## config.mk

```make
export PLATFORM = sky130hd
export DESIGN_NAME = seq_read_streamer
export DESIGN_NICKNAME = d
export VERILOG_FILES = /design/src/rtl/srs_pkg.sv /design/src/rtl/srs_issue.sv /design/src/rtl/srs_credit.sv /design/src/rtl/srs_fifo.sv /design/src/rtl/seq_read_streamer.sv
export SDC_FILE = /design/constraint.sdc
export NUM_CORES = 2
export LEC_CHECK = 0
export BUFFER_PORTS_ARGS = -buffer_cell sky130_fd_sc_hd__buf_2
export CAP_MARGIN = 20
export CORE_MARGIN = 2
export CORE_UTILIZATION = 47
export DETAILED_ROUTE_END_ITERATION = 10
export PLACE_DENSITY_LB_ADDON = 0.25
export SYNTH_ARGS = -nofsm -noshare
export SYNTH_HDL_FRONTEND = slang
export SYNTH_SLANG_ARGS = --single-unit
```

## constraint.sdc

```tcl
create_clock -name clk -period 7.41 [get_ports clk]
set_clock_uncertainty 0.15 [all_clocks]
set_input_delay 1.482 -clock clk [delete_from_list [all_inputs] [get_ports clk]]
set_output_delay 1.482 -clock clk [all_outputs]
set_load 0.02 [all_outputs]
```

## src/rtl/srs_pkg.sv

```systemverilog
package srs_pkg;
   // Access widths the streamer accepts for one memory word.
   function automatic bit srs_width_ok(input int w);
      return (w == 64) || (w == 128) || (w == 512);
   endfunction

   function automatic bit srs_pow2(input int n);
      return (n >= 2) && ((n & (n - 1)) == 0);
   endfunction
endpackage

```

## src/rtl/srs_issue.sv

```systemverilog
module srs_issue #(
   parameter int AW           = 16,
   parameter int CW           = 16,
   parameter int REGION_WORDS = 1024
) (
   input  logic          clk,
   input  logic          rst,
   input  logic          start_i,
   input  logic [AW-1:0] base_i,
   input  logic [CW-1:0] cnt_i,
   input  logic          credit_ok_i,
   input  logic          drained_i,
   input  logic          req_ready_i,
   output logic          req_valid_o,
   output logic [AW-1:0] req_addr_o,
   output logic          busy_o,
   output logic          done_o,
   output logic          err_o
);
   localparam logic [AW:0] LIMIT = (AW+1)'(REGION_WORDS);

   logic          active_q, done_q, err_q;
   logic [AW-1:0] addr_q;
   logic [CW-1:0] left_q;
   logic          in_region, fire;

   assign in_region   = {1'b0, addr_q} < LIMIT;
   assign req_valid_o = active_q && (left_q != '0) && in_region && credit_ok_i;
   assign fire        = req_valid_o && req_ready_i;
   assign req_addr_o  = addr_q;
   assign busy_o      = active_q;
   assign done_o      = done_q;
   assign err_o       = err_q;

   always_ff @(posedge clk) begin
      if (rst) begin
         active_q <= 1'b0;
         done_q   <= 1'b0;
         err_q    <= 1'b0;
         addr_q   <= '0;
         left_q   <= '0;
      end else begin
         done_q <= 1'b0;
         if (!active_q) begin
            if (start_i) begin
               active_q <= 1'b1;
               addr_q   <= base_i;
               left_q   <= cnt_i;
            end
         end else if (left_q != '0) begin
            if (!in_region) begin
               left_q <= '0;
               err_q  <= 1'b1;
            end else if (fire) begin
               addr_q <= addr_q + 1'b1;
               left_q <= left_q - 1'b1;
            end
         end else if (drained_i) begin
            active_q <= 1'b0;
            done_q   <= 1'b1;
         end
      end
   end

   p_addr_hold_r4: assert property (@(posedge clk) disable iff (rst)
      (req_valid_o && !req_ready_i) |=> (req_valid_o && $stable(req_addr_o)));

   p_ascend_r4: assert property (@(posedge clk) disable iff (rst)
      (req_valid_o && req_ready_i) |=>
         (!req_valid_o || req_addr_o == AW'($past(req_addr_o) + 1'b1)));

   p_in_region_r9: assert property (@(posedge clk) disable iff (rst)
      req_valid_o |-> ({1'b0, req_addr_o} < LIMIT));

   p_err_sticky_r10: assert property (@(posedge clk) disable iff (rst)
      err_o |=> err_o);

   p_done_pulse_r7: assert property (@(posedge clk) disable iff (rst)
      done_o |=> !done_o);

   p_done_idle_r7: assert property (@(posedge clk) disable iff (rst)
      done_o |-> !busy_o);
endmodule

```

## src/rtl/srs_credit.sv

```systemverilog
module srs_credit #(
   parameter int DEPTH = 16
) (
   input  logic clk,
   input  logic rst,
   input  logic take_i,
   input  logic give_i,
   output logic ok_o,
   output logic drained_o
);
   localparam int CRW = $clog2(DEPTH + 1);
   localparam logic [CRW-1:0] CAP = CRW'(DEPTH);

   logic [CRW-1:0] cred_q;

   always_ff @(posedge clk) begin
      if (rst) cred_q <= '0;
      else     cred_q <= cred_q + CRW'(take_i) - CRW'(give_i);
   end

   assign ok_o      = cred_q < CAP;
   assign drained_o = cred_q == '0;

   p_credit_cap_r3: assert property (@(posedge clk) disable iff (rst)
      cred_q <= CAP);

   p_credit_floor_r3: assert property (@(posedge clk) disable iff (rst)
      give_i |-> !drained_o);
endmodule

```

## src/rtl/srs_fifo.sv

```systemverilog
module srs_fifo #(
   parameter int DW    = 128,
   parameter int DEPTH = 16
) (
   input  logic          clk,
   input  logic          rst,
   input  logic          wr_i,
   input  logic [DW-1:0] wdata_i,
   input  logic          rd_i,
   output logic          valid_o,
   output logic [DW-1:0] rdata_o
);
   localparam int PW = $clog2(DEPTH);

   logic [DW-1:0] slot_q [DEPTH];
   logic [PW:0]   wp_q, rp_q;
   logic          full, empty;

   assign empty   = wp_q == rp_q;
   assign full    = (wp_q[PW] != rp_q[PW]) && (wp_q[PW-1:0] == rp_q[PW-1:0]);
   assign valid_o = !empty;
   assign rdata_o = slot_q[rp_q[PW-1:0]];

   for (genvar i = 0; i < DEPTH; i++) begin : g_slot
      always_ff @(posedge clk) begin
         if (wr_i && (wp_q[PW-1:0] == PW'(i))) slot_q[i] <= wdata_i;
      end
   end

   always_ff @(posedge clk) begin
      if (rst) begin
         wp_q <= '0;
         rp_q <= '0;
      end else begin
         if (wr_i)           wp_q <= wp_q + 1'b1;
         if (rd_i && !empty) rp_q <= rp_q + 1'b1;
      end
   end

   p_no_overflow_r3: assert property (@(posedge clk) disable iff (rst)
      wr_i |-> !full);
endmodule

```

## src/rtl/seq_read_streamer.sv

```systemverilog
module seq_read_streamer #(
   parameter int AW           = 16,
   parameter int CW           = 16,
   parameter int DW           = 128,
   parameter int DEPTH        = 16,
   parameter int REGION_WORDS = 1024
) (
   input  logic          clk,
   input  logic          rst,
   input  logic          start_i,
   input  logic [AW-1:0] base_addr_i,
   input  logic [CW-1:0] word_cnt_i,
   output logic          busy_o,
   output logic          done_o,
   output logic          range_err_o,
   output logic          mem_req_valid_o,
   input  logic          mem_req_ready_i,
   output logic [AW-1:0] mem_req_addr_o,
   input  logic          mem_rsp_valid_i,
   input  logic [DW-1:0] mem_rsp_data_i,
   output logic          out_valid_o,
   input  logic          out_ready_i,
   output logic [DW-1:0] out_data_o
);
   import srs_pkg::*;

   if (!srs_width_ok(DW)) begin : g_bad_width
      $error("seq_read_streamer: DW must be 64, 128 or 512");
   end
   if (!srs_pow2(DEPTH)) begin : g_bad_depth
      $error("seq_read_streamer: DEPTH must be a power of two >= 2");
   end
   if (longint'(REGION_WORDS) > (longint'(1) << AW)) begin : g_bad_region
      $error("seq_read_streamer: REGION_WORDS exceeds address space");
   end

   logic credit_ok, drained, out_fire, req_fire;

   assign req_fire = mem_req_valid_o && mem_req_ready_i;
   assign out_fire = out_valid_o && out_ready_i;

   srs_issue #(.AW(AW), .CW(CW), .REGION_WORDS(REGION_WORDS)) u_issue (
      .clk        (clk),
      .rst        (rst),
      .start_i    (start_i),
      .base_i     (base_addr_i),
      .cnt_i      (word_cnt_i),
      .credit_ok_i(credit_ok),
      .drained_i  (drained),
      .req_ready_i(mem_req_ready_i),
      .req_valid_o(mem_req_valid_o),
      .req_addr_o (mem_req_addr_o),
      .busy_o     (busy_o),
      .done_o     (done_o),
      .err_o      (range_err_o)
   );

   srs_credit #(.DEPTH(DEPTH)) u_credit (
      .clk      (clk),
      .rst      (rst),
      .take_i   (req_fire),
      .give_i   (out_fire),
      .ok_o     (credit_ok),
      .drained_o(drained)
   );

   srs_fifo #(.DW(DW), .DEPTH(DEPTH)) u_fifo (
      .clk    (clk),
      .rst    (rst),
      .wr_i   (mem_rsp_valid_i),
      .wdata_i(mem_rsp_data_i),
      .rd_i   (out_ready_i),
      .valid_o(out_valid_o),
      .rdata_o(out_data_o)
   );

   p_idle_quiet_r1: assert property (@(posedge clk) disable iff (rst)
      !busy_o |-> !mem_req_valid_o);
endmodule

```

---- After elaboration in Yosys (flattened, before gate mapping) ----
Memories as Yosys holds them, arrays and structs flattened. A register that Yosys moved wholly into a read port is not among the register bits.
Cells that the tools add are included.
cells by class
  add/sub/neg operators ................... 6
  magnitude comparators ................... 2
  eq/ne operators ......................... 20
  multiplexer cells ....................... 94
  bitwise logic cells ..................... 2
  reduce and logical (&&, ||, !) cells .... 45
operators with widths
  cell                                                                    count
  128-bit two-way mux                                                     15
  128-bit OR reduction                                                    15
  16-bit two-way mux                                                      10
  4-bit two-way mux                                                       17
  1-bit two-way mux                                                       52
  4-bit == test, second input constant                                    8
  1-bit logical AND                                                       21
  16-bit by 1-bit adder with 16-bit output, second input constant         1
  4-bit by 3-bit == test with 1-bit output, second input constant         4
  16-bit by 11-bit < comparator with 1-bit output, second input constant  1
  16-bit nonzero test                                                     1
  16-bit by 1-bit subtractor with 16-bit output, second input constant    1
  5-bit by 1-bit adder with 5-bit output, second input constant           2
  4-bit by 2-bit == test with 1-bit output, second input constant         2
  3-bit AND reduction                                                     2
  5-bit by 1-bit adder with 5-bit output                                  1
  5-bit == test                                                           1
  5-bit zero test                                                         1
  5-bit < comparator, second input constant                               1
  5-bit by 1-bit subtractor with 5-bit output                             1
  4-bit by 1-bit == test with 1-bit output, second input constant         1
  4-bit zero test                                                         1
  2-bit inequality test, second input constant                            2
  4-bit AND reduction                                                     1
  6 further kinds                                                         7
storage, ports and cells
  bits in registers ....................... 50
  bits in writable memories ............... 2048
  input bits .............................. 166
  output and inout bits ................... 149
  word-level logic and storage cells ...... 178
  memories kept ........................... 1
memories
  name           words  width  read ports  clocked after Yosys merged registers in  write ports  line            source
  u_fifo.slot_q  16     128    1           1                                        1            srs_fifo.sv:15  logic [DW-1:0] slot_q [DEPTH];

---- Longest topological paths before layout ----
  depth in word-level cells ............... 20
  depth in mapped cells ................... 14
  gate-level depth less buffers ........... 13

---- By module ----
Synthesis repeated with hierarchy kept, for this count alone.
second synthesis, totals
  cell total of the unflattened synthesis .. 3366
  area, all modules ....................... 80210.7 µm²
modules (own cells, without submodules)
  module             times used  cells an instance  area each (µm²)  sequential area each (µm²)
  srs_fifo           1           3055               77780.8          61779.3
  srs_issue          1           270                2073.2           700.7
  srs_credit         1           39                 344.1            100.1
  seq_read_streamer  1           2                  12.5             0.0

---- Worst setup path after synthesis ----
No wires, ideal clock.
  kind .................................... input to register
  start ................................... input port mem_rsp_valid_i
  end ..................................... memory u_fifo.slot_q[0][0], enable pin
  library setup time ...................... 502 ps
  data arrival time ....................... 5001 ps
  required time ........................... 6758 ps
  slack ................................... 1757 ps
  stages .................................. 3
  path buffers ............................ 1
  cells stage by stage .................... clkbuf_1 -> nor3b_1 -> and2_1
between the ends
  longest elaborated chain between the ends .. 19
  elaborated cells between the ends (all ways) .. 93
  classes of those cells .................. mux (62); reduce/logical (31)
RTL lines
  element                                                                         line                     source
  start: declaration                                                              seq_read_streamer.sv:19  input logic mem_rsp_valid_i,
  1-bit logical AND                                                               srs_fifo.sv:26           if (wr_i && (wp_q[PW-1:0] == PW'(i))) slot_q[i] <= wdata_i;
  1-bit two-way mux                                                               srs_fifo.sv:26
  1-bit two-way mux (implied by the code)                                         srs_fifo.sv:26
  128-bit OR reduction (no line)                                                  -
  4-bit two-way mux (no line) or 1-bit two-way mux (tied branches) (15 in a row)  -
  end: declaration                                                                srs_fifo.sv:15
Parallel ways exist; a longest one is shown, timed or not.

==> metrics.md <==
| Metric | Value |
|---|---|
| Status | completed |
| VDD IR max | 232 uV |
| Clk pin slew, worst setup/hold paths | 70 ps |
| Drt pass-1 iters | 5 |
| Worst hold path class | reg2reg |
| Crit path kind | reg2out |
| First-pass GRT wire length | 265000 um |
| Syn nets | 3438 |
| Slew margin rel. | 32.5% |
| Root Driver | clkbuf_16 |
| Synth area leaders | edfxtp_1 (77%), mux4_2 (18%), dfxtp_1 (1.4%), clkbuf_1 (0.45%), buf_2 (0.23%) |
| M1 wire length | 76700 um |
| CP Launch Type | flip-flop |
| Max Used Layer | met5 |
| Port bufs | 314 |
| FILL cells | 12600 |
| Met2 wire len | 90800 um |
| Hold buffers post-CTS | 0 |
| GRT overflow | 0 |
| DP HPWL | 89000 um |
| # rows | 151 |
| DRC Markers | 0 |
| Number of H-tree levels | 4 |
| Critical path peak fanout | 73 |
| Initial Util | 47.2% |
| Syn Std Cell Area | 0.0798 mm2 |
| Ys flop type | edfxtp_1 |
| Async SR Flop Fraction | 0% |
| Syn-to-layout area delta | 14.0% |
| Initial antenna violation count | 39 |
| Worst-Skew Late Latency | 860 ps |
| Share of layout cells above drive strength 1 | 34.3% |
| RD Place Congestion | 0.756 |
| Vias | 36300 |
| MaxCap Viol Count | 0 |
| Routed wire length per instance | 29.9 um |
| Tcrit/Tclk final | 73.1% |
| Leading area contributor after synthesis | edfxtp_1 |
| Worst endpoint data arrival time | 3780 ps |
| CTS tree | built |
| Synth Register Bits | 2102 |
| Number of flops mapped to enable cells by yosys | 2048 |
| Final max-slew violation count | 0 |
| Initial DRC Count | 3655 |
| Largest net degree at the start of global routing | 125 |
| Die Area | 0.173 mm2 |
| Final wirelength | 182000 um |
| Post-synth top area share | 77.1% |
| GRT Total Usage | 21.2% |
| Final-report hold violation count | 0 |
| CTS Buf Count | 210 |
| Worst Hold Slack | 338 ps |
| Final setup violation count | 0 |
| Cells after Synth | 3258 |
| Min Tclk post-route | 5420 ps |
| Die width | 416 um |
| Synth unique cells | 66 |
| PwrDens | 297 mW/mm2 |
| CP required | 5780 ps |
| PnR Total Power | 27.0 mW |
| Slew @ Worst Pin | 1010 ps |
| Die Ht | 416 um |
| Drt via density | 5.97 |
| Ys Warns | 0 |
| Setup_tns | 0 ps |
| Post-CTS resize count | 0 |
| Setup crit end kind | primary output |
| Mean post-synth cell area | 24.5 um2 |
| Sinks on Clock Net | 2102 |
| Sequential area share after synthesis | 78.4% |
| Final ANT Viol Nets | 0 |
| Metal3 WL | 9930 um |
| IO Pins | 315 |
| Clock Path Buffers | 3 |
| Utilization after layout | 53.8% |
| Leakage | 27.9 nW |
| Vias in the first global route | 37900 |
| Unrepaired setup endpoints after global routing | false |
| Core box area | 0.169 mm2 |
| Fin nets | 3857 |
| Peak Freq | 185 MHz |
| Post-CTS Setup Inserts | 0 |
-- state kept, by name (all words and copies together) (netlist names), named ones only --
register and count:
u_credit.cred_q 5, u_fifo.rp_q 5, u_fifo.slot_q 2048, u_fifo.wp_q 5
u_issue.busy_o 1, u_issue.done_o 1, u_issue.err_o 1, u_issue.left_q 16
u_issue.req_addr_o 16
-- metrics by stage --
stage          std cells  setup slack [ps]  area (um2)
6_report            6079              1990       91000
5_1_grt             6077              1690       91000
4_1_cts             6070              1750       91000
3_5_place_dp        5683              2720       84300
3_3_place_gp        5683              2710       84300
2_1_floorplan       3258              1760       79800
-- synth_stat cells (4+ instances only) --
library cell,number
a211oi_1,18
a21oi_1,33
a22oi_1,4
a31oi_1,9
a32o_1,4
and2_1,20
and3_1,4
buf_1,31
buf_2,36
buf_6,5
clkbuf_1,95
dfxtp_1,54
edfxtp_1,2048
ha_1,13
inv_1,20
mux2i_1,15
mux4_2,630
nand2_1,31
nand3_1,16
nor2_1,30
nor2b_1,17
nor3_1,12
nor4_1,9
o21a_1,6
o21ai_0,7
o21ai_1,14
o22ai_1,4
o32ai_1,4
xnor2_1,11
xor2_1,4
-- logic make-up after synthesis --
group,share of synthesized area (%)
adders and majority gates,0.229
and+or+nand+nor,1.11
muxes,18.0
AOI/OAI and AO/OA,1.09
DFF,78.4
buffers and inverters,1.03
xor gates and xnor gates,0.165
-- metal layers --
metal | global-route usage (%) | vias up
met1 | 29.7 | 19800
met2 | 34.5 | 1210
met3 | 3.75 | 313
met5 | 0 | -
li1 | - | 15000
met4 | 6.03 | 20
-- critical path: stages (launching register included) --
cell and delay, ps:
dfxtp_4 970, buf_12 520, mux4_2 580, mux4_2 530
buf_2 190
-- final cells by class --
cell class                      instances  area [um2]  area share (%)
Tap cell                             2218        2780            3.05
Clock buffer                          269        5570            6.12
Sequential cell                      2102       62600            68.8
Multi-Input combinational cell        967       16500            18.1
Inverter                               21        81.3          0.0894
Timing Repair Buffer                  375        2390            2.63
Clock inverter                        118        1090            1.20
Antenna cell                            9        22.5          0.0248
-- where the power goes --
part | internal (mW) | total (mW) | switching (mW)
clock | 5.83 | 10.3 | 4.42
combinational | 1.64 | 3.38 | 1.74
sequential | 13.2 | 13.3 | 0.116
total | 20.7 | 27.0 | 6.28
-- cells in the final DEF (no fill, tap or decap), types with 32 or more instances in the layout --
cell type and count:
clkinv_1 55, buf_4 32, a21oi_1 33, clkinv_2 32, clkbuf_1 52, buf_2 314, edfxtp_1 2048, mux4_2 630
dfxtp_1 50, clkbuf_16 212
-- path summary, 6_finish.rpt --
kind / startpoint / to / slack, ps / depth (start not counted)
max: flip-flop / out_data_o[55] / 1990 / 4
min: u_issue.left_q[14] / u_issue.left_q[14] / 340 / 2
max reg2reg: u_issue.req_addr_o[15] / u_credit.cred_q[4] / 3910 / 11
min reg2reg: u_issue.left_q[14] / u_issue.left_q[14] / 340 / 2
Power figures use the tool's default switching activity.
